$ cat src/rtl/mmx_pkg.sv
package mmx_pkg;

    localparam int unsigned BYTE_W = 8;

    typedef enum logic [2:0] {
        CMB_HI16  = 3'd0,
        CMB_LO16  = 3'd1,
        CMB_BYTE0 = 3'd2,
        CMB_BYTE2 = 3'd3,
        CMB_ADD   = 3'd4,
        CMB_MIN   = 3'd5,
        CMB_MAX   = 3'd6,
        CMB_PASS  = 3'd7
    } cmb_op_e;

endpackage

$ cat src/rtl/mmx_select_stage.sv
module mmx_select_stage
    import mmx_pkg::*;
#(
    parameter int unsigned W = 32
) (
    input  logic         clk,
    input  logic         rst_n,
    input  logic         in_valid,
    output logic         in_ready,
    input  logic [W-1:0] in_a,
    input  logic [W-1:0] in_b,
    input  logic [W-1:0] in_c,
    input  logic         in_take_max,
    input  logic         in_src_signed,
    input  logic         in_dst_signed,
    input  cmb_op_e      in_op,
    output logic         out_valid,
    input  logic         out_ready,
    output logic [W-1:0] out_mid,
    output logic [W-1:0] out_c,
    output cmb_op_e      out_op,
    output logic         out_dst_signed
);

    typedef struct packed {
        logic         valid;
        logic [W-1:0] mid;
        logic [W-1:0] c;
        cmb_op_e      op;
        logic         dst_signed;
    } sel_state_t;

    sel_state_t st_d, st_q;
    logic       a_below_b;
    logic [W-1:0] winner;

    always_comb begin
        if (in_src_signed) a_below_b = $signed(in_a) < $signed(in_b);
        else               a_below_b = in_a < in_b;

        if (in_take_max) winner = a_below_b ? in_b : in_a;
        else             winner = a_below_b ? in_a : in_b;

        in_ready = !st_q.valid || out_ready;

        st_d = st_q;
        if (in_ready) begin
            st_d.valid = in_valid;
            if (in_valid) begin
                st_d.mid        = winner;
                st_d.c          = in_c;
                st_d.op         = in_op;
                st_d.dst_signed = in_dst_signed;
            end
        end
    end

    always_ff @(posedge clk) begin
        if (!rst_n) st_q <= '0;
        else        st_q <= st_d;
    end

    assign out_valid      = st_q.valid;
    assign out_mid        = st_q.mid;
    assign out_c          = st_q.c;
    assign out_op         = st_q.op;
    assign out_dst_signed = st_q.dst_signed;


    mid_from_operand_chk: assert property (@(posedge clk) disable iff (!rst_n)
        (in_valid && in_ready) |=> (out_mid == $past(in_a) || out_mid == $past(in_b)));


    unsigned_max_ge_chk: assert property (@(posedge clk) disable iff (!rst_n)
        (in_valid && in_ready && in_take_max && !in_src_signed)
            |=> (out_mid >= $past(in_a) && out_mid >= $past(in_b)));


    signed_min_le_chk: assert property (@(posedge clk) disable iff (!rst_n)
        (in_valid && in_ready && !in_take_max && in_src_signed)
            |=> ($signed(out_mid) <= $signed($past(in_a)) &&
                 $signed(out_mid) <= $signed($past(in_b))));

endmodule

$ cat src/rtl/mmx_merge_stage.sv
module mmx_merge_stage
    import mmx_pkg::*;
#(
    parameter int unsigned W = 32
) (
    input  logic         clk,
    input  logic         rst_n,
    input  logic         in_valid,
    output logic         in_ready,
    input  logic [W-1:0] in_mid,
    input  logic [W-1:0] in_c,
    input  cmb_op_e      in_op,
    input  logic         in_dst_signed,
    output logic         out_valid,
    input  logic         out_ready,
    output logic [W-1:0] out_result
);

    localparam int unsigned HALF_W = W / 2;
    localparam int unsigned HB_LSB = HALF_W;
    localparam int unsigned HB_MSB = HALF_W + BYTE_W - 1;

    typedef struct packed {
        logic         valid;
        logic [W-1:0] result;
    } mrg_state_t;

    mrg_state_t   st_d, st_q;
    logic         mid_below_c;
    logic [W-1:0] combined;

    always_comb begin
        if (in_dst_signed) mid_below_c = $signed(in_mid) < $signed(in_c);
        else               mid_below_c = in_mid < in_c;

        combined = in_c;
        unique case (in_op)
            CMB_HI16:  combined[W-1:HALF_W]         = in_mid[HALF_W-1:0];
            CMB_LO16:  combined[HALF_W-1:0]         = in_mid[HALF_W-1:0];
            CMB_BYTE0: combined[BYTE_W-1:0]         = in_mid[BYTE_W-1:0];
            CMB_BYTE2: combined[HB_MSB:HB_LSB]      = in_mid[BYTE_W-1:0];
            CMB_ADD:   combined = in_mid + in_c;
            CMB_MIN:   combined = mid_below_c ? in_mid : in_c;
            CMB_MAX:   combined = mid_below_c ? in_c : in_mid;
            CMB_PASS:  combined = in_mid;
            default:   combined = in_mid;
        endcase

        in_ready = !st_q.valid || out_ready;

        st_d = st_q;
        if (in_ready) begin
            st_d.valid = in_valid;
            if (in_valid) st_d.result = combined;
        end
    end

    always_ff @(posedge clk) begin
        if (!rst_n) st_q <= '0;
        else        st_q <= st_d;
    end

    assign out_valid  = st_q.valid;
    assign out_result = st_q.result;


    lo16_keeps_c_chk: assert property (@(posedge clk) disable iff (!rst_n)
        (in_valid && in_ready && in_op == CMB_LO16)
            |=> out_result[W-1:HALF_W] == $past(in_c[W-1:HALF_W]));


    byte0_keeps_c_chk: assert property (@(posedge clk) disable iff (!rst_n)
        (in_valid && in_ready && in_op == CMB_BYTE0)
            |=> out_result[W-1:BYTE_W] == $past(in_c[W-1:BYTE_W]));


    pass_is_mid_chk: assert property (@(posedge clk) disable iff (!rst_n)
        (in_valid && in_ready && in_op == CMB_PASS) |=> out_result == $past(in_mid));

endmodule

$ cat src/rtl/minmax_combine_unit.sv
module minmax_combine_unit
    import mmx_pkg::*;
(
    input  logic        clk,
    input  logic        rst_n,
    input  logic        in_valid,
    output logic        in_ready,
    input  logic [31:0] in_a,
    input  logic [31:0] in_b,
    input  logic [31:0] in_c,
    input  logic        in_take_max,
    input  logic        in_src_signed,
    input  logic        in_dst_signed,
    input  logic [2:0]  in_combine_op,
    output logic        out_valid,
    input  logic        out_ready,
    output logic [31:0] out_result
);

    localparam int unsigned DATA_W = 32;

    logic              s1_valid;
    logic              s2_ready;
    logic [DATA_W-1:0] s1_mid;
    logic [DATA_W-1:0] s1_c;
    cmb_op_e           s1_op;
    logic              s1_dst_signed;

    mmx_select_stage #(.W(DATA_W)) u_select (
        .clk            (clk),
        .rst_n          (rst_n),
        .in_valid       (in_valid),
        .in_ready       (in_ready),
        .in_a           (in_a),
        .in_b           (in_b),
        .in_c           (in_c),
        .in_take_max    (in_take_max),
        .in_src_signed  (in_src_signed),
        .in_dst_signed  (in_dst_signed),
        .in_op          (cmb_op_e'(in_combine_op)),
        .out_valid      (s1_valid),
        .out_ready      (s2_ready),
        .out_mid        (s1_mid),
        .out_c          (s1_c),
        .out_op         (s1_op),
        .out_dst_signed (s1_dst_signed)
    );

    mmx_merge_stage #(.W(DATA_W)) u_merge (
        .clk           (clk),
        .rst_n         (rst_n),
        .in_valid      (s1_valid),
        .in_ready      (s2_ready),
        .in_mid        (s1_mid),
        .in_c          (s1_c),
        .in_op         (s1_op),
        .in_dst_signed (s1_dst_signed),
        .out_valid     (out_valid),
        .out_ready     (out_ready),
        .out_result    (out_result)
    );


    stall_hold_chk: assert property (@(posedge clk) disable iff (!rst_n)
        (out_valid && !out_ready) |=> (out_valid && $stable(out_result)));


    full_backpressure_chk: assert property (@(posedge clk) disable iff (!rst_n)
        (out_valid && !out_ready && s1_valid) |-> !in_ready);


    reset_clears_chk: assert property (@(posedge clk) disable iff (!rst_n)
        $rose(rst_n) |-> (!out_valid && !s1_valid));

endmodule

$ cat config.mk
export PLATFORM = sky130hd
export DESIGN_NAME = minmax_combine_unit
export DESIGN_NICKNAME = d
export VERILOG_FILES = /design/src/rtl/mmx_pkg.sv /design/src/rtl/mmx_select_stage.sv /design/src/rtl/mmx_merge_stage.sv /design/src/rtl/minmax_combine_unit.sv
export SDC_FILE = /design/constraint.sdc
export NUM_CORES = 1
export LEC_CHECK = 0
export BUFFER_PORTS_ARGS = -buffer_cell sky130_fd_sc_hd__buf_2
export CAP_MARGIN = 40
export CORE_MARGIN = 10
export CORE_UTILIZATION = 50
export CTS_BUF_LIST = sky130_fd_sc_hd__clkbuf_8
export DETAILED_ROUTE_END_ITERATION = 7
export GPL_ROUTABILITY_DRIVEN = 0
export GPL_TIMING_DRIVEN = 0
export MAX_ROUTING_LAYER = met4
export PLACE_DENSITY = 0.72
export REMOVE_ABC_BUFFERS = 1
export SLEW_MARGIN = 10
export SYNTH_ARGS = -nofsm -noshare
export SYNTH_HDL_FRONTEND = slang
export SYNTH_HIERARCHICAL = 1
export SYNTH_SLANG_ARGS = --single-unit
$ cat constraint.sdc
create_clock -name clk -period 3.69 [get_ports clk]
set_input_delay 0.5535 -clock clk [delete_from_list [all_inputs] [get_ports clk]]
set_output_delay 0.5535 -clock clk [all_outputs]
set_load 0.005 [all_outputs]
# ---- Yosys cells after proc, flatten, opt, wreduce, memory -nomap -nowiden
# Cells that the tools add are included.
dict set report op_classes {
  n_addsub 1
  order_cmp 4
  n_eq_ne 7
  muxes 11
  reduce_logical 10
}
# cell n
set ops {}
lappend ops {{two-way mux 32 bit} 5}
lappend ops {{less-than comparator 32 bit} 4}
lappend ops {{case mux 8 bit (5 select lines)} 2}
lappend ops {{case mux 8 bit (4 select lines)} 2}
lappend ops {{adder 32 bit} 1}
lappend ops {{equality test 3 bit, second input constant} 4}
lappend ops {{equality test 3 x 2 -> 1 bit, second input constant} 2}
lappend ops {{AND reduction 2 bit} 2}
lappend ops {{OR reduction 2 bit} 2}
lappend ops {{equality test 3 x 1 -> 1 bit, second input constant} 1}
lappend ops {{logical NOT 3 bit} 1}
lappend ops {{OR reduction 3 bit} 1}
lappend ops {{logical NOT 1 bit} 2}
lappend ops {{logical OR 1 bit} 2}
lappend ops {{two-way mux 1 bit} 2}
dict set report totals {
  ff_bits 102
  in_bits 106
  out_inout_bits 34
}

# ---- Logic depth before layout (Yosys ltp)
# Gate-level depths: netlist (run 1).
dict set report depth {
  ltp_word 4
  mapped_depth 14
  depth_no_buf 11
}

# ---- By module
# The synthesis (run 1) kept the hierarchy.
# module instances cells_per_inst area_each_um2
set modules_own_cells {}
lappend modules_own_cells {mmx_merge_stage 1 733 5087.4}
lappend modules_own_cells {mmx_select_stage 1 459 3653.5}

# ---- Worst setup path after synthesis (run 1)
# No wires, ideal clock.
dict set report synth_path {
  path_kind {register to register}
  from {register u_select.st_q, in the netlist u_select/out_c[21]}
  to {register u_merge.st_q, in the netlist u_merge/out_result[11]}
  setup_ns 0.129
  arrival_ns 2.746
  t_required_ns 3.561
  slack_ns 0.815
  path_stages_with_launch 14
  path_buffers 2
  synth_period_minus_slack_ns 2.875
  path_cell_list {dfxtp_1 -> inv_1 -> ha_1 -> buf_2 -> a41oi_2 -> o21ai_0 -> a22o_2 -> o21a_1 -> a31oi_4 -> mux2i_1 -> clkbuf_1 -> a211oi_1 -> a2111oi_0 -> nor2_1}
}
dict set report synth_via {
  elab_chain_cells 4
}
# element line_no
set synth_lines {}
lappend synth_lines {{from (decl)} mmx_select_stage.sv:33} ;# sel_state_t st_d, st_q;
lappend synth_lines {{from (signal assigned)} mmx_select_stage.sv:60} ;# else st_q <= st_d;
lappend synth_lines {{less-than comparator 32 bit (on tied branches)} {mmx_merge_stage.sv:34, mmx_merge_stage.sv:33}}
lappend synth_lines {{two-way mux 1 bit (*)} mmx_merge_stage.sv:33} ;# if (in_dst_signed) mid_below_c = $signed(in_mid) < $signed(in_c);
lappend synth_lines {{two-way mux 32 bit (on tied branches)} {mmx_merge_stage.sv:44, mmx_merge_stage.sv:43}}
lappend synth_lines {{case mux 8 bit (4 select lines) (*)} mmx_merge_stage.sv:37} ;# unique case (in_op)
lappend synth_lines {{to (signal assigned)} mmx_merge_stage.sv:60} ;# else st_q <= st_d;
lappend synth_lines {{to (decl)} mmx_merge_stage.sv:28} ;# mrg_state_t st_d, st_q;
# Mark *: on every way between the ends. The rest lies on a longest branch, timed or not.
# A chain may end at the register's enable or synchronous reset.

# ---- Worst setup path after layout (run 1)
dict set report layout_path {
  from {register u_select.st_q, in the netlist u_select/out_c[22]}
  to {register u_merge.st_q, in the netlist u_merge/out_result[15]}
}
# Same word-level chain as after synthesis.

==> results of run 1 <==
==> flip-flops by register name, indices dropped and copies added, names as in the netlist <==
signal	flops
u_select/out_dst_signed	1
u_merge/out_valid	1
u_select/out_valid	1
u_merge/out_result	32
u_select/out_c	32
u_select/out_op	3
u_select/out_mid	32
==> repair_timing <==
item | in CTS | in global routing
pin swaps | 1 | 0
setup buffers | 4 | 1
gates resized for setup | 4 | 5
setup endpoints to repair | 15 | 21
cloned | 1 | 0
==> cell type report <==
| cell class | instances | area [um^2] | area share |
|---|---|---|---|
| clock inverter | 6 | 93.8 | 0.00949 |
| sequential | 102 | 2040 | 0.207 |
| tap | 225 | 282 | 0.0285 |
| inverter | 93 | 349 | 0.0353 |
| clock buffer | 10 | 138 | 0.0139 |
| timing repair buffer | 153 | 872 | 0.0882 |
| multi-input combinational | 922 | 6110 | 0.618 |
==> cell usage in the layout (no fill, tap or decap), types with 4 or more instances in the layout <==
master	count
a22oi_1	14
o21a_1	11
nand2b_1	13
buf_2	138
a21o_1	9
xnor2_1	25
nor2_1	63
clkbuf_8	10
nand4_1	23
buf_12	4
nor3_2	4
o21ai_1	31
a21oi_1	78
nor4_1	10
o221ai_1	5
a211oi_1	8
a221oi_1	18
buf_4	8
ha_1	94
a2111oi_0	5
o211ai_1	14
mux2i_1	10
mux2_2	4
o31ai_1	10
o21ai_0	103
dfxtp_1	101
o22ai_1	5
nand2_1	136
a21boi_0	40
o21bai_1	6
inv_1	94
a31oi_1	39
and3_1	4
nand3_1	53
nor2b_1	13
nor3_1	13
==> final timing paths <==
path,from,end,depth (start not counted)
max,u_select/out_c[22],u_merge/out_result[15],12
min,in_combine_op[2],u_select/out_op[2],3
min reg2reg,u_merge/out_result[12],u_merge/out_result[12],2
max reg2reg,u_select/out_c[22],u_merge/out_result[15],12
==> routing by layer <==
| metal | up-vias | routed length (um) |
|---|---|---|
| li1 | 4494 | - |
| met1 | 4228 | 12800 |
| met2 | 436 | 11900 |
| met3 | 74 | 2130 |
| met4 | 0 | 1120 |
| met5 | - | 0 |
==> worst max-delay path, stage by stage, from the launching register on <==
cell and delay [ps]:
dfxtp_1 400, inv_1 60, ha_1 430, a41oi_2 200
o21ai_0 140, a22o_2 310, nor3_2 380, a31oi_4 230
buf_12 200, mux2i_4 240, and2_4 240, or4b_1 490
o311ai_1 90
==> cell usage after synthesis (all sizes together) (6+ instances only) <==
library cell,instances,area share
nand2,138,0.059
buf,25,0.016
nand2b,13,0.0093
mux2i,12,0.014
o21ai,135,0.077
inv,93,0.040
nand3,54,0.031
nor2,63,0.027
ha,94,0.13
a21oi,80,0.047
xnor2,25,0.025
a21boi,40,0.034
a221oi,19,0.019
a31oi,40,0.030
nand4,23,0.016
a2111oi,6,0.0067
o21a,11,0.0094
a22oi,14,0.012
o31ai,11,0.010
a211oi,8,0.0069
nor3,17,0.010
nor2b,13,0.0093
dfxtp,102,0.23
nor4,10,0.0072
and2,6,0.0046
a21o,9,0.0077
o211ai,14,0.012
clkbuf,51,0.022
o21bai,6,0.0052
==> report_power, final <==
group	internal, mW	total (mW)	switching, mW
Clock	0.408	0.828	0.421
Sequential	1.18	1.31	0.131
Combinational	0.448	1.11	0.666
Total	2.04	3.26	1.22
==> cell families after synthesis <==
| logic type | count (synthesis) | share of synthesized area |
|---|---|---|
| buf+inv | 169 | 0.0780 |
| compound gates | 430 | 0.317 |
| xor+xnor | 26 | 0.0261 |
| simple gates | 354 | 0.189 |
| mux | 16 | 0.0193 |
| flops | 102 | 0.234 |
| fa+ha+maj | 95 | 0.137 |
==> per-stage QoR <==
stage | hold slack, ps | worst slack [ps] | instance area [um^2] | total power, mW
2_1_floorplan | 452 | -134 | 8410 | 1.99
3_5_place_dp | 474 | -399 | 9540 | 2.37
4_1_cts | 369 | -23.3 | 9850 | 3.24
5_1_grt | 383 | 23.4 | 9890 | 3.44
6_report | 376 | 157 | 9890 | 3.26
3_3_place_gp | 474 | -1570 | 9390 | 2.33
==> key figures, run 1 <==
Status
  • Outcome: finished clean

Critical path
  • Sort of element at the end of the critical path: flip-flop
  • Setup Crit Path Kind: reg2reg
  • Worst-case register-to-register setup slack: about 160 ps
  • Startpoint kind of the worst setup timing path: flip-flop
  • Worst Path Max Fanout: 9
  • Data required time at the worst endpoint: 4000 ps
  • Arrival time reported for the critical path endpoint: 3840 ps

Synthesis
  • Netlist area before placement: 8740 um^2
  • Post-synth top flop: dfxtp_1
  • Flop and latch count out of synthesis: about 100
  • Count of warnings emitted by yosys: 6
  • Count of mapped cells out of synthesis: around 1,200
  • Number of synthesized flops with an enable pin: 0
  • Post-synthesis sequential area ratio: 0.234
  • Average size of a mapped cell: 7.33 um^2
  • Post-synthesis cell type count: between 70 and 80
  • Asr flop ratio synth: 0

Pwr
  • Standby leakage power: approximately 4.2 nW
  • PwrDens: roughly 330 nW/um^2
  • Worst ir drop on vdd: approximately 0.18 mV

Timing
  • Count of final max-slew check failures: 0
  • Time the worst path needs with I/O delays and setup: between 3000 and 4000 ps
  • Worst Tran Pin Value: between 900 and 1000 ps
  • Worst-case headroom to the max-slew limit: 0.362
  • Final Hold Vio Count: 0
  • RSZ-0062 raised after global routing: no
  • Max frequency: 283 MHz
  • Part of the cycle the worst path needs: 0.958
  • Final Setup Violations: 0
  • Clk_skew: 17.6 ps
  • Total negative setup slack: 0 ps

CTS
  • Total clock sinks: 102
  • CTS clock-pin slew for the worst setup and hold paths: 110 ps
  • Worst-case clock buffer depth: 2
  • Number of buffers inserted for hold repair after clock tree synthesis: 0
  • Total clock buffers created by CTS: 9
  • CTS Root Buffer Type: clkbuf_8
  • Clock tree from TritonCTS: built
  • Clock network latency to the later pin of the worst-skew pair: ~400 ps
  • CTS H-tree lvls: 3

Route
  • First-iteration detailed-routing DRC count: ~830
  • Initial DRT Pass Iterations: 5
  • Drt via density: ~6.1
  • # DRC: 0
  • Antenna viol nets, final: 0
  • Via count: 9,232
  • Post-detailed-routing wire length: 28.0 mm
  • Detail-routed net length per standard cell: 18.5 um

Die
  • Overall die area: about 23,000 um^2
  • Placement row count: 48
  • Overall die width: 152 um
  • Floorplan Core Area: approximately 17,000 um^2
  • Chip height: about 150 um
  • Io pins: 140
  • Initial cell density of the core: 0.507

Layout
  • Layout net count: about 1,500
  • Fraction of layout cells with a size suffix above 1: 0.159
  • Final Instance Count excl. Fillers: 1,511
  • Inserted Diodes: 0
  • Filler Cells Inserted: between 1,500 and 2,000
  • Area growth from synthesis to layout: 13.1%
  • Final design utilization: 0.574

Global route
  • All-Layer GR Usage: 0.234
  • Number of global-route vias before repair: 8,723
  • Gr busiest metal: met2
  • Largest net degree at the start of global routing: 62
  • Met1 usage in global routing: 0.305
  • Initial antenna violation count: 0
  • Met2 track demand over resource in global routing: 0.345
  • Overall overflow remaining after global route: 0
  • Met3 usage: 0.0350
  • Wire length of the first global-routing pass: between 40 and 50 mm

Place
  • Half-perimeter wire length after placement: 20.7 mm
  • # placed instances: between 1,000 and 1,500
  • Number of buffers inserted by port buffering: between 100 and 150

Min path
  • Class of the tightest hold or removal check: in2reg

Run
  • Max-capacitance violation count: 0
Power figures use the tool's default switching activity.
==> run 2: changes to the inputs <==
--- a/config.mk
+++ b/config.mk
@@ -14,10 +14,9 @@
 export GPL_ROUTABILITY_DRIVEN = 0
 export GPL_TIMING_DRIVEN = 0
 export MAX_ROUTING_LAYER = met4
-export PLACE_DENSITY = 0.72
+export PLACE_DENSITY = 0.73
 export REMOVE_ABC_BUFFERS = 1
 export SLEW_MARGIN = 10
 export SYNTH_ARGS = -nofsm -noshare
 export SYNTH_HDL_FRONTEND = slang
-export SYNTH_HIERARCHICAL = 1
 export SYNTH_SLANG_ARGS = --single-unit
==> run 2 against run 1 <==
First-iteration DRC count shrank 6.5%. Core utilization rose by 1.4 points. Power is 8.0% lower. Design area decreased by 9.0%. Setup slack improved by 12 ps. Critical path type unchanged. Routed wire length shrank 14%.
==> key figures, run 2 <==
Layout
  • Commonest non-fill, non-tap cells in the layout: 141 x buf_2, 124 x nor2_1, 111 x nand2_1
  • Inserted Diodes: 0 (unchanged)
  • Fraction of layout cells with a size suffix above 1: 0.193 (+0.0340)
  • Leading cell type in the layout, fill and taps excluded: buf_2
  • Area growth from synthesis to layout: 14.7%
  • Final design utilization: 0.588 (+0.0140)
  • Final Instance Count excl. Fillers: 1,359 (-10%)
  • Layout net count: 1,344 (-9.3%)

Timing
  • Final Hold Vio Count: 0 (unchanged)
  • Max frequency: 284 MHz (+0.34%)
  • Worst Tran Pin Value: 855 ps (-98.5 ps)
  • Clk_skew: 10.7 ps (-6.97 ps)
  • RSZ-0062 raised after global routing: no
  • Count of final max-slew check failures: 0 (unchanged)
  • Worst hold slack: 384 ps (+8.28 ps)
  • Time the worst path needs with I/O delays and setup: 3520 ps (-11.9 ps)
  • Worst-case headroom to the max-slew limit: 0.429 (+0.0668)
  • Final Setup Violations: 0 (unchanged)
  • Part of the cycle the worst path needs: 0.954 (-0.00322)

Critical path
  • Cells along the critical path: ha_1, nor3b_1, or3_1, a2111oi_2, o21ai_1, o31ai_1, a41oi_1, xor2_1, a221oi_1, a31oi_1
  • Max stage delay cell, worst path: dfxtp_1
  • Critical path launch point: u_select.out_mid[5]
  • Worst-case register-to-register setup slack: 170 ps (about the same)
  • Critical R2R Launch: u_select.out_mid[5]
  • R2R depth: 10 (-2)
  • Reg-to-reg endpoint: u_merge.out_result[18]
  • Arrival time reported for the critical path endpoint: 3810 ps (-30 ps)
  • Data required time at the worst endpoint: 3980 ps (-20 ps)
  • Sort of element at the end of the critical path: flip-flop
  • Cell family contributing the most delay on the critical path: compound AO/OA/AOI/OAI gates
  • Crit path buf inv count: 0 (-2)
  • Endpoint of the worst setup timing path: u_merge.out_result[18]
  • Worst Path Max Fanout: 10 (+1)
  • Startpoint kind of the worst setup timing path: flip-flop
  • Number of logic stages on the critical path including buffering: 10 (-2)
  • Setup Crit Path Kind: reg2reg
  • Slowest stage delay, CP: 590 ps (+100 ps)

Synthesis
  • Compound-cell area share of the yosys netlist: 0.294 (-0.0226)
  • Post-synthesis sequential area ratio: 0.260 (+0.0266)
  • Cells taking the most area after synthesis: dfxtp_1 26%, ha_1 15%, a21oi_1 6.4%
  • Area fraction in and, or, nand and nor cells after synthesis: 0.182 (-0.00695)
  • Post-synthesis share of cell area spent on xor and xnor gates: 0.0346 (+0.00855)
  • Number of synthesized flops with an enable pin: 0 (unchanged)
  • Area share of the largest cell type after synthesis: 0.260 (+0.0266)
  • Netlist area before placement: 7850 um^2 (-10%)
  • Fraction of synthesized area in multiplexers: 0.00670 (-0.0126)
  • Flop and latch count out of synthesis: 102 (unchanged)
  • Most common cell in the synthesized netlist: nor2_1
  • Post-synth top flop: dfxtp_1
  • Count of warnings emitted by yosys: 0 (-6)
  • Post-synthesis cell type count: 66 (-9.6%)
  • Top cell types by occurrence after synthesis: 125 x nor2_1, 112 x nand2_1, 102 x dfxtp_1
  • Asr flop ratio synth: 0 (unchanged)
  • Count of mapped cells out of synthesis: 1,034 (-13%)
  • Adder-Cell Fraction of Synth Area: 0.152 (+0.0156)
  • Average size of a mapped cell: 7.59 um^2 (+3.5%)
  • Area leader, netlist: dfxtp_1
  • Dominant combinational cell family by area after synthesis: compound AO/OA/AOI/OAI gates

Global route
  • Met3 usage: 0.0310 (-0.00395)
  • Gr busiest metal: met2
  • Largest net degree at the start of global routing: 44 (-29%)
  • All-Layer GR Usage: 0.224 (-0.00950)
  • Met2 track demand over resource in global routing: 0.351 (+0.00606)
  • Number of global-route vias before repair: 7,506 (-14%)
  • Initial antenna violation count: 0 (unchanged)
  • Overall overflow remaining after global route: 0 (unchanged)
  • Met1 usage in global routing: 0.293 (-0.0118)
  • Wire length of the first global-routing pass: 38.7 mm (-13%)

CTS
  • Total clock sinks: 102 (unchanged)
  • CTS Root Buffer Type: clkbuf_8
  • Worst-case clock buffer depth: 2 (unchanged)
  • CTS clock-pin slew for the worst setup and hold paths: 90 ps (-20 ps)
  • Number of buffers inserted for hold repair after clock tree synthesis: 0 (unchanged)
  • Total clock buffers created by CTS: 9 (unchanged)
  • Clock tree from TritonCTS: built
  • CTS H-tree lvls: 3 (unchanged)
  • Clock network latency to the later pin of the worst-skew pair: 400 ps (about the same)

Die
  • Chip height: 145 um (-4.6%)
  • Overall die width: 145 um (-4.6%)
  • Overall die area: 21,100 um^2 (-8.9%)
  • Placement row count: 45 (-6.3%)
  • Floorplan Core Area: 15,300 um^2 (-11%)
  • Initial cell density of the core: 0.512 (+0.00522)
  • Io pins: 140 (unchanged)

Run
  • Max-capacitance violation count: 0 (unchanged)

Route
  • Drt via density: 5.87 (-4.0%)
  • First-iteration detailed-routing DRC count: 773 (-6.5%)
  • Antenna viol nets, final: 0 (unchanged)
  • Initial DRT Pass Iterations: 5 (unchanged)
  • Via count: 7,974 (-14%)
  • Detail-routed net length per standard cell: 17.8 um (-3.9%)
  • # DRC: 0 (unchanged)
  • Post-detailed-routing wire length: 24.2 mm (-14%)

Pwr
  • Standby leakage power: 4.07 nW (-3.9%)
  • Worst ir drop on vdd: 0.178 mV (-1.9%)
  • PwrDens: 333 nW/um^2 (+1.1%)

Place
  • # placed instances: 1,342 (-9.9%)
  • Number of buffers inserted by port buffering: 139 (unchanged)
  • Half-perimeter wire length after placement: 18.7 mm (-9.8%)

Min path
  • Class of the tightest hold or removal check: in2reg

Status
  • Outcome: finished clean
-- run 2: power by group --
group	internal [mW]	switching, mW	leakage, nW
Clock	0.257	0.400	0.100
Sequential	1.19	0.121	0.843
Combinational	0.431	0.600	3.13
Total	1.87	1.12	4.07
-- run 2: worst min-delay path, delay by kind of cell --
kind / cells / cell delay [ps]
simple gates: 1 / 40
compound gates: 1 / 50
buf+inv: 1 / 100
-- run 2: cells by family (layout without fill, tap and decap cells) --
family,Yosys count,in the layout
simple gates,329,329
mux,5,5
compound gates,330,330
flops,102,102
buf+inv,142,256
fa+ha+maj,95,95
xor+xnor,31,31
-- run 2: routing by layer --
layer | vias to the layer above | part of all wire
li1 | 3927 | -
met4 | 0 | 0.017
met3 | 27 | 0.068
met1 | 3707 | 0.46
met5 | - | 0
met2 | 313 | 0.45
-- run 2: worst min-delay path by stage --
stage / depth (start not counted) / end / slack, ps / startpoint
3_3_place_gp: 2 / u_select.out_dst_signed / 460 / u_select.out_dst_signed
6_report: 3 / u_select.out_c[10] / 380 / in_c[10]
5_1_grt: 3 / u_select.out_c[19] / 380 / in_c[19]
3_5_place_dp: 2 / u_select.out_dst_signed / 460 / u_select.out_dst_signed
4_1_cts: 3 / u_select.out_c[0] / 380 / in_c[0]
2_1_floorplan: 2 / u_select.out_dst_signed / 440 / u_select.out_dst_signed
-- run 2: repair_timing --
action                     4_1_cts  5_1_grt
resized for setup                0        5
setup buffers                    0        1
setup endpoints to repair        0        7
-- run 2: layout make-up --
type	count	area (um^2)
fill	1489	6320
multi-input combinational	790	5330
sequential	102	2040
timing repair buffer	150	853
inverter	90	338
tap	211	264
clock buffer	10	138
clock inverter	6	30.0
-- run 2: metrics by stage --
step	instance area (um^2)	setup TNS, ps	setup slack (ps)	power (mW)
after floorplan	7640	-13690	-428	1.96
after global placement	8600	-59240	-1620	2.27
after detailed placement	8800	-3970	-172	2.33
after CTS	8960	0	156	2.98
after global routing	9000	0	7.74	3.18
final	9000	0	169	3.00
==> run 3: changes to the inputs <==
==> constraint.sdc (replaced) <==
create_clock -name clk -period 3.8 [get_ports clk]
set_input_delay 0.57 -clock clk [delete_from_list [all_inputs] [get_ports clk]]
set_output_delay 0.57 -clock clk [all_outputs]
set_load 0.1 [all_outputs]
==> run 3 against run 2 <==
Design area decreased by 0.31%. Sequential share of layout area increased by 0.070 points. Via count increased by 0.49%. Sequential power decreased by 3%. Non-clock buffer count decreased by 1. Power increased by 3.1%. Largest power group unchanged.
==> key figures, run 3 (same netlist as run 2, synthesis figures left out) <==
Critical path
  • Sort of element at the end of the critical path: flip-flop
  • Critical path launch point: u_select.out_c[14]
  • Data required time at the worst endpoint: 4120 ps (+140 ps)
  • Reg-to-reg endpoint: u_merge.out_result[11]
  • Endpoint of the worst setup timing path: u_merge.out_result[11]
  • Setup Crit Path Kind: reg2reg
  • Startpoint kind of the worst setup timing path: flip-flop
  • Worst Path Max Fanout: 13 (+3)
  • Critical R2R Launch: u_select.out_c[14]
  • Worst-case register-to-register setup slack: 190 ps (+20 ps)
  • R2R depth: 12 (+2)
  • Arrival time reported for the critical path endpoint: 3930 ps (+120 ps)

Route
  • Initial DRT Pass Iterations: 6 (+1)
  • Antenna viol nets, final: 0 (unchanged)
  • Via count: 8,013 (+0.49%)
  • Post-detailed-routing wire length: 24.2 mm (+0.17%)
  • Drt via density: 5.90 (+0.56%)
  • Detail-routed net length per standard cell: 17.8 um (+0.24%)
  • First-iteration detailed-routing DRC count: 775 (+0.26%)
  • # DRC: 0 (unchanged)

Timing
  • Total negative setup slack: 0 ps (unchanged)
  • Worst Tran Pin Value: 881 ps (+25.9 ps)
  • Count of final max-slew check failures: 0 (unchanged)
  • Part of the cycle the worst path needs: 0.950 (-0.00427)
  • Time the worst path needs with I/O delays and setup: 3610 ps (+88.7 ps)
  • Final Hold Vio Count: 0 (unchanged)
  • Slack of the critical path: 190 ps (+21.3 ps)
  • Final Setup Violations: 0 (unchanged)
  • Worst hold slack: 398 ps (+13.5 ps)
  • Clk_skew: 8.51 ps (-2.14 ps)
  • Max frequency: 277 MHz (-2.5%)
  • Worst-case headroom to the max-slew limit: 0.412 (-0.0173)
  • RSZ-0062 raised after global routing: no

Pwr
  • Seq pwr share: 0.411 (-0.025)
  • Total net switching power: 1.27 mW (+13%)
  • Combinational Power Share: 0.380 (+0.036)
  • Standby leakage power: 4.06 nW (-0.19%)
  • PwrDens: 344 nW/um^2 (+3.4%)
  • Clock network power share: 0.208 (-0.012)
  • Switching part of the total power: 0.411 (+0.0370)
  • Cell Int Power: 1.82 mW (-3.0%)
  • Worst ir drop on vdd: 0.177 mV (-0.32%)

Die
  • Io pins: 140 (unchanged)
  • Chip height: 145 um (unchanged)
  • Overall die width: 145 um (unchanged)
  • Overall die area: 21,100 um^2 (unchanged)
  • Placement row count: 45 (unchanged)
  • Initial cell density of the core: 0.512 (unchanged)
  • Floorplan Core Area: 15,300 um^2 (unchanged)

Place
  • Number of buffers inserted by port buffering: 139 (unchanged)
  • Half-perimeter wire length after placement: 18.7 mm (unchanged)
  • Pre-CTS setup slack: -78.7 ps (+93.5 ps)
  • Area after DPL: 8800 um^2 (unchanged)

Global route
  • Wire length of the first global-routing pass: 38.7 mm (unchanged)
  • All-Layer GR Usage: 0.224 (unchanged)
  • Overall overflow remaining after global route: 0 (unchanged)
  • Largest net degree at the start of global routing: 44 (unchanged)
  • Number of global-route vias before repair: 7,506 (unchanged)
  • Initial antenna violation count: 0 (unchanged)

Layout
  • Commonest non-fill, non-tap cells in the layout: 141 x buf_2, 124 x nor2_1, 111 x nand2_1
  • Leading cell type in the layout, fill and taps excluded: buf_2
  • Final design utilization: 0.586 (-0.00180)
  • Inserted Diodes: 0 (unchanged)
  • Post-route cell area: 8970 um^2 (-0.31%)
  • Filler Cells Inserted: 1,494 (+0.34%)
  • Area growth from synthesis to layout: 14.3%
  • Fraction of layout cells with a size suffix above 1: 0.189 (-0.00419)
  • Layout net count: 1,343 (-0.074%)

Status
  • Outcome: finished clean

CTS
  • Total clock sinks: 102 (unchanged)
  • Worst-case clock buffer depth: 2 (unchanged)
  • Clock network latency to the later pin of the worst-skew pair: 400 ps (about the same)
  • Number of buffers inserted for hold repair after clock tree synthesis: 0 (unchanged)
  • CTS H-tree lvls: 3 (unchanged)
  • CTS Root Buffer Type: clkbuf_8
  • CTS clock-pin slew for the worst setup and hold paths: 90 ps (about the same)
  • Clock tree from TritonCTS: built
  • Total clock buffers created by CTS: 9 (unchanged)

Run
  • Max-capacitance violation count: 0 (unchanged)

Min path
  • Class of the tightest hold or removal check: in2reg
## run 3: cell types whose count changed in the layout (fill, tap and decap cells not counted), sizes merged
cell	delta
buf	-1
## run 3: timing repair
item / CTS / global route
gates resized for setup: 0 / 1
setup endpoints to repair: 0 / 1
buffers inserted: 0 / 0
## run 3: worst max-delay path, cell delays in order (launching register included)
cell	delay (ps)
dfxtp_1	390
inv_1	100
ha_1	450
and4_1	260
nand3_1	110
a2111o_1	420
a41o_1	300
a21o_4	280
a211oi_4	530
buf_8	230
a21o_1	150
nand2_1	60
a311oi_1	240
## run 3: layout make-up
cell class              instances  area [um^2]  area share
multi-input cells             790         5310       0.592
flip-flops and latches        102         2040       0.228
repair buffers                149          846      0.0943
inverters                      90          338      0.0377
well taps                     211          264      0.0294
clock buffers                  10          138      0.0153
clock inverters                 6         30.0     0.00335
## run 3: how the worst min path moves through the flow
stage	start	endpoint	cells after the start	slack (ps)
6_report	in_c[10]	u_select.out_c[10]	3	400
5_1_grt	in_c[19]	u_select.out_c[19]	3	390
3_3_place_gp	u_select.out_dst_signed	u_select.out_dst_signed	2	460
3_5_place_dp	u_select.out_dst_signed	u_select.out_dst_signed	2	460
4_1_cts	in_c[0]	u_select.out_c[0]	3	390
2_1_floorplan	u_select.out_dst_signed	u_select.out_dst_signed	2	440
## run 3: routing by layer
layer	vias to the layer above	global-route usage	share of wire
li1	3924	-	-
met4	0	0.0698	0.015
met2	338	0.351	0.45
met5	-	-	0
met1	3727	0.293	0.46
met3	24	0.0310	0.067
## run 3: through the flow
stage	power (mW)	cells
CTS	3.07	1358
global placement	2.38	1332
detailed placement	2.44	1342
finish	3.09	1358
global route	3.26	1358
floorplan	2.08	982
## run 3: power by group through the flow
stage          registers (mW)  logic (mW)  clock network, mW
3_5_place_dp             1.29        1.15                  0
6_report                 1.27        1.17              0.644
3_3_place_gp             1.29        1.10                  0
4_1_cts                  1.26        1.16              0.651
5_1_grt                  1.28        1.28              0.692
2_1_floorplan            1.42       0.655                  0
